File: src/rtl/ecu_pkg.sv
package ecu_pkg;
  typedef enum logic [1:0] {
    SMP_IDLE = 2'd0,
    SMP_WAIT = 2'd1,
    SMP_HOLD = 2'd2
  } smp_state_t;
endpackage

File: src/rtl/ecu_comp_dly.sv
module ecu_comp_dly #(
  parameter int DLY = 1
) (
  input  logic clk,
  input  logic rst,
  input  logic en_i,
  output logic en_o
);
  generate
    if (DLY == 0) begin : g_none
      assign en_o = en_i;
    end else if (DLY == 1) begin : g_one
      logic q;
      always_ff @(posedge clk) begin
        if (rst) q <= 1'b0;
        else     q <= en_i;
      end
      assign en_o = q;
    end else begin : g_many
      logic [DLY-1:0] sr;
      always_ff @(posedge clk) begin
        if (rst) sr <= '0;
        else     sr <= {sr[DLY-2:0], en_i};
      end
      assign en_o = sr[DLY-1];
    end
  endgenerate
endmodule

File: src/rtl/ecu_sticky_cell.sv
module ecu_sticky_cell #(
  parameter int N_IN = 3
) (
  input  logic            clk,
  input  logic            rst,
  input  logic            en_c,
  input  logic [N_IN-1:0] det,
  output logic            cell_o
);
  // set-only while enabled, cleared whenever the enable is low
  always_ff @(posedge clk) begin
    if (rst || !en_c) cell_o <= 1'b0;
    else if (|det)    cell_o <= 1'b1;
  end
endmodule

File: src/rtl/ecu_sampler.sv
module ecu_sampler
  import ecu_pkg::*;
#(
  parameter int N_CELL = 4,
  parameter int RES_W  = 4
) (
  input  logic              clk,
  input  logic              rst,
  input  logic [N_CELL-1:0] cells,
  input  logic              strb_lvl,
  input  logic              strb_rise,
  input  logic [RES_W-1:0]  res_n,
  output logic              hit_o,
  output logic              miss_o
);
  smp_state_t       st;
  logic             cap;
  logic [RES_W-1:0] cnt;

  always_ff @(posedge clk) begin
    if (rst) begin
      st     <= SMP_IDLE;
      cap    <= 1'b0;
      cnt    <= '0;
      hit_o  <= 1'b0;
      miss_o <= 1'b0;
    end else if (!strb_lvl) begin
      st     <= SMP_IDLE;
      hit_o  <= 1'b0;
      miss_o <= 1'b0;
    end else begin
      case (st)
        SMP_IDLE: begin
          if (strb_rise) begin
            cap <= |cells;
            cnt <= res_n;
            st  <= SMP_WAIT;
          end
        end
        SMP_WAIT: begin
          if (cnt == '0) begin
            st     <= SMP_HOLD;
            hit_o  <= cap;
            miss_o <= ~cap;
          end else begin
            cnt <= cnt - 1'b1;
          end
        end
        default: ;
      endcase
    end
  end
endmodule

File: src/rtl/ecu_merge.sv
module ecu_merge #(
  parameter int N_SMP = 2
) (
  input  logic             clk,
  input  logic             rst,
  input  logic [N_SMP-1:0] hit_v,
  input  logic [N_SMP-1:0] miss_v,
  output logic             hit_o,
  output logic             miss_o,
  output logic             valid_o
);
  logic any_hit, all_miss;
  assign any_hit  = |hit_v;
  assign all_miss = &miss_v;

  always_ff @(posedge clk) begin
    if (rst) begin
      hit_o   <= 1'b0;
      miss_o  <= 1'b0;
      valid_o <= 1'b0;
    end else begin
      hit_o   <= any_hit;
      miss_o  <= all_miss;
      valid_o <= any_hit | all_miss;
    end
  end
endmodule

File: src/rtl/ecu_collect.sv
module ecu_collect
  import ecu_pkg::*;
#(
  parameter int NUM_LATCH    = 24,
  parameter int LAT_PER_CELL = 3,
  parameter int CELL_PER_SMP = 4,
  parameter int COMP_DLY     = 1,
  parameter int RES_W        = 4
) (
  input  logic                 clk,
  input  logic                 rst,
  input  logic [NUM_LATCH-1:0] det_pulse,
  input  logic                 lat_en,
  input  logic                 smp_strobe,
  input  logic [RES_W-1:0]     res_cycles,
  output logic                 err_hit,
  output logic                 err_miss,
  output logic                 err_valid
);
  localparam int NUM_CELL = NUM_LATCH / LAT_PER_CELL;
  localparam int NUM_SMP  = NUM_CELL / CELL_PER_SMP;

  logic                en_c;
  logic                strb_q;
  logic                strb_rise;
  logic [NUM_CELL-1:0] cell_v;
  logic [NUM_SMP-1:0]  s_hit;
  logic [NUM_SMP-1:0]  s_miss;

  ecu_comp_dly #(.DLY(COMP_DLY)) u_comp (
    .clk(clk), .rst(rst), .en_i(lat_en), .en_o(en_c)
  );

  always_ff @(posedge clk) begin
    if (rst) strb_q <= 1'b0;
    else     strb_q <= smp_strobe;
  end
  assign strb_rise = smp_strobe & ~strb_q;

  genvar g;
  generate
    for (g = 0; g < NUM_CELL; g++) begin : g_cell
      ecu_sticky_cell #(.N_IN(LAT_PER_CELL)) u_cell (
        .clk(clk), .rst(rst), .en_c(en_c),
        .det(det_pulse[g*LAT_PER_CELL +: LAT_PER_CELL]),
        .cell_o(cell_v[g])
      );
    end
    for (g = 0; g < NUM_SMP; g++) begin : g_smp
      ecu_sampler #(.N_CELL(CELL_PER_SMP), .RES_W(RES_W)) u_smp (
        .clk(clk), .rst(rst),
        .cells(cell_v[g*CELL_PER_SMP +: CELL_PER_SMP]),
        .strb_lvl(smp_strobe), .strb_rise(strb_rise),
        .res_n(res_cycles),
        .hit_o(s_hit[g]), .miss_o(s_miss[g])
      );
    end
  endgenerate

  ecu_merge #(.N_SMP(NUM_SMP)) u_merge (
    .clk(clk), .rst(rst), .hit_v(s_hit), .miss_v(s_miss),
    .hit_o(err_hit), .miss_o(err_miss), .valid_o(err_valid)
  );
endmodule

File: config.mk
export PLATFORM = sky130hd
export DESIGN_NAME = ecu_collect
export DESIGN_NICKNAME = d
export VERILOG_FILES = /design/src/rtl/ecu_pkg.sv /design/src/rtl/ecu_comp_dly.sv /design/src/rtl/ecu_sticky_cell.sv /design/src/rtl/ecu_sampler.sv /design/src/rtl/ecu_merge.sv /design/src/rtl/ecu_collect.sv
export SDC_FILE = /design/constraint.sdc
export NUM_CORES = 1
export LEC_CHECK = 0
export BUFFER_PORTS_ARGS = -buffer_cell sky130_fd_sc_hd__buf_4
export CORE_MARGIN = 2
export CORE_UTILIZATION = 46
export CTS_BUF_LIST = sky130_fd_sc_hd__clkbuf_16
export CTS_CLUSTER_SIZE = 28
export DETAILED_ROUTE_END_ITERATION = 8
export PLACE_DENSITY = 0.73
export SYNTH_ARGS = -nofsm -noshare
export SYNTH_HDL_FRONTEND = slang
export SYNTH_HIERARCHICAL = 1
export SYNTH_SLANG_ARGS = --single-unit
File: constraint.sdc
create_clock -name clk -period 1.35 [get_ports clk]
set_input_delay 0.2025 -clock clk [delete_from_list [all_inputs] [get_ports clk]]
set_output_delay 0.2025 -clock clk [all_outputs]
set_load 0.05 [all_outputs]
==> out/summary.txt <==
Status - finished with violations
Failing checks - DRC, setup timing
Seq/Total Area, Yosys - 44.9%
RSZ-0062 raised after global routing - true
Crit. End Element - flip-flop
Cell area after synthesis - 1380 um2
Final max-slew violation count - 0
Hold Path Depth - 2
Worst hold path type - input port to flip-flop
Post-DP Area - 1790 um2
Die width - 58.8 um
Core ar. - 2810 um2
Post-DP HPWL - 2270 um
Number of core rows - 19
Longest Clk Path Bufs - 2
Largest net degree at the start of global routing - 26
Peak VDD IR - 0.00102 V
CTS sink count - 31
Tcrit/Tclk final - 107%
Starting Density - 49.2%
Gpl congestion - 0.820
Worst Hold Endpoint - u_comp/en_o
Hold Fails Final Rpt - 0
Initial antenna violation count - 0
Critical-path top delay cell - dfxtp_2
ANT cells - 0
Critical path cell sequence - inv_2 -> ha_4 -> and4bb_4 -> nor3_4 -> buf_6 -> o211ai_1 -> a21oi_1
Post-route cell area - 1990 um2
DR iter-0 viols - 25
Layout cells sized above 1 - 39.5%
Pwr Density - 1190 nW/um2
Dpl ws - -103 ps
Worst r2r src - g_smp[0].u_smp/cnt[1]
DRC violations left - 1
Mapped Cells - 145
Peak Freq - 690 MHz
Root Driver - clkbuf_16
Tightest Pin Transition - 353 ps
DR pass1 iterations - 6
Final setup fails - 8
Wire per inst - 13.8 um
Gr usage total - 21.1%
Hold path startpoint - lat_en
Syn-to-layout area delta - 43.7%
Yosys Warn Count - 6
Clk Latency, worst-skew pair - 270 ps
Lkg Pwr - 0.793 nW
CTS tree - yes
Post-DRT Antenna Nets - 0
R2R cell count - 7
GRT overflow - 0
EDFF count, synth - 0
Startpoint Class - flip-flop
R2R setup slack - -100 ps
Crit Reg-Reg Endpoint - g_smp[0].u_smp/cnt[1]
H-tree depth - 2
Synthesized Nets - 179
Die area - 3460 um2
Cts bufs inserted - 5
Minimum clock period - 1450 ps
Worst path bufs/invs - 2
Distinct cell type count after synthesis - 26
Worst slew margin - 76.4%
Post-synth ARST share - 0%
Cell family with most CP delay - simple AND/OR/NAND/NOR gates
IO Port Bufs - 34
Final #Nets - 234
Clock-pin slew on the worst setup and hold paths - 50 ps
Number of synthesized register bits - 31
Clock Skew - 5.21 ps
Setup CP Type - flip-flop to flip-flop
Number of max-cap violations - 0
Top_reg_cell synth - dfxtp_1
Vias in the first global route - 1,266
Die height - 58.8 um
Via/cell ratio - 5.54
CP Data Required Time - 1550 ps
First-pass GRT wire length - 5420 um
Slowest cell delay on critical path - 330 ps
Critical Path AT - 1650 ps
CP max FO - 4
Final WS setup - -98.3 ps
DR vias - 1,279
# IOs - 35
Total Wirelength - 3200 um
Mean Syn Cell Area - 9.53 um2
-- timing repair --
item	4_1_cts	5_1_grt
hold buffers	0	0
endpoints found under the setup margin	10	14
cloned	0	0
pin swaps	6	4
setup buffers	2	1
resized for setup	2	6
-- synth_stat cells, types with 3 or more instances --
cell type / number / area, um2
o211ai_1: 4 / 30.0
mux2i_1: 6 / 60.1
nand3_1: 4 / 20.0
nor3b_1: 8 / 60.1
and2b_1: 4 / 30.0
nor2b_4: 3 / 41.3
nor2_1: 19 / 71.3
nand2b_1: 8 / 50.1
a21oi_1: 10 / 50.1
nand2_1: 5 / 18.8
nor4_1: 10 / 62.6
inv_1: 8 / 30.0
dfxtp_1: 31 / 621
-- through the flow --
step	hold WS, ps	cells	util, %	setup TNS, ps	total power [mW]
5_1_grt	163	231	70.8	-1240	2.45
2_1_floorplan	264	145	-	-16.6	1.17
4_1_cts	143	230	69.3	-402	2.36
3_3_place_gp	421	221	63.7	-62.6	1.31
6_report	149	231	70.8	-507	2.36
3_5_place_dp	422	221	63.7	-305	1.32
-- placed cells by master (no fill, tap or decap), types with 3 or more instances in the layout --
master     synthesis  final
nor2b_4            3      3
nor3b_1            8      8
nand2_1            5      4
and2b_1            4      4
dfxtp_2            0      4
nor2_1            19     19
inv_1              8      4
nand2b_1           8      8
buf_4              0     47
o211ai_1           4      4
clkbuf_16          0      5
mux2i_1            6      6
inv_2              0      4
nor4_1            10     10
dfxtp_1           31     27
a21oi_1           10     10
nand3_1            4      4
-- worst max path at each step --
stage                          startpoint                    end  depth (start not counted)  slack (ps)
floorplan           g_smp[0].u_smp/cnt[0]  g_smp[0].u_smp/cnt[0]                          6          -8
global placement    g_smp[0].u_smp/cnt[1]  g_smp[0].u_smp/cnt[0]                          6         -40
detailed placement  g_smp[0].u_smp/cnt[0]  g_smp[0].u_smp/cnt[0]                          6        -100
CTS                 g_smp[1].u_smp/cnt[0]  g_smp[1].u_smp/cnt[0]                          6         -80
global route        g_smp[0].u_smp/cnt[1]  g_smp[0].u_smp/cnt[1]                          7        -170
finish              g_smp[0].u_smp/cnt[1]  g_smp[0].u_smp/cnt[1]                          7        -100
-- where the power goes --
group          total, mW  leakage (nW)  switching (mW)  internal (mW)
logic              0.345         0.472           0.144          0.201
registers          0.989         0.255          0.0317          0.957
clock network       1.02        0.0671           0.363          0.659
total               2.36         0.793           0.539           1.82
-- worst register-to-register path: cells and delay by family, from the launching register on --
| family | cells | cell delay (ps) |
|---|---|---|
| flip-flops | 1 | 330 |
| AO/OA/AOI/OAI | 2 | 220 |
| adder cells (fa/ha/maj) | 1 | 150 |
| buffers and inverters | 2 | 190 |
| AND/OR/NAND/NOR | 2 | 480 |
-- area by class of cell --
class,instances,area (um2)
clock buffer,5,125
timing repair buffer,48,364
inverter,8,30.0
multi-input combinational,106,793
tap,31,38.8
sequential,31,626
fill,214,820
clock inverter,2,8.76
-- sequential cells by signal, summed over array words and instances, names as in the netlist --
register              count
g_cell.u_cell/cell_o      8
g_smp.u_smp/cap           2
g_smp.u_smp/cnt           8
g_smp.u_smp/hit_o         2
g_smp.u_smp/miss_o        2
g_smp.u_smp/st            4
strb_q                    1
u_comp/en_o               1
u_merge/hit_o             1
u_merge/miss_o            1
u_merge/valid_o           1
-- metal layers --
layer	part of all wire (%)	global-route usage (%)	vias up
met5	0	0	-
met4	3.7	11.0	0
met3	6.1	6.37	9
met2	50	36.5	45
met1	40	23.1	586
li1	-	-	639
-- cell families after synthesis --
family	Yosys count	share of synthesized area, %
compound gates	23	10.6
fa+ha+maj	2	1.81
buf+inv	8	2.17
flops	31	44.9
mux	8	5.98
simple gates	73	34.5
No activity file was read; power rests on OpenSTA's default activity.
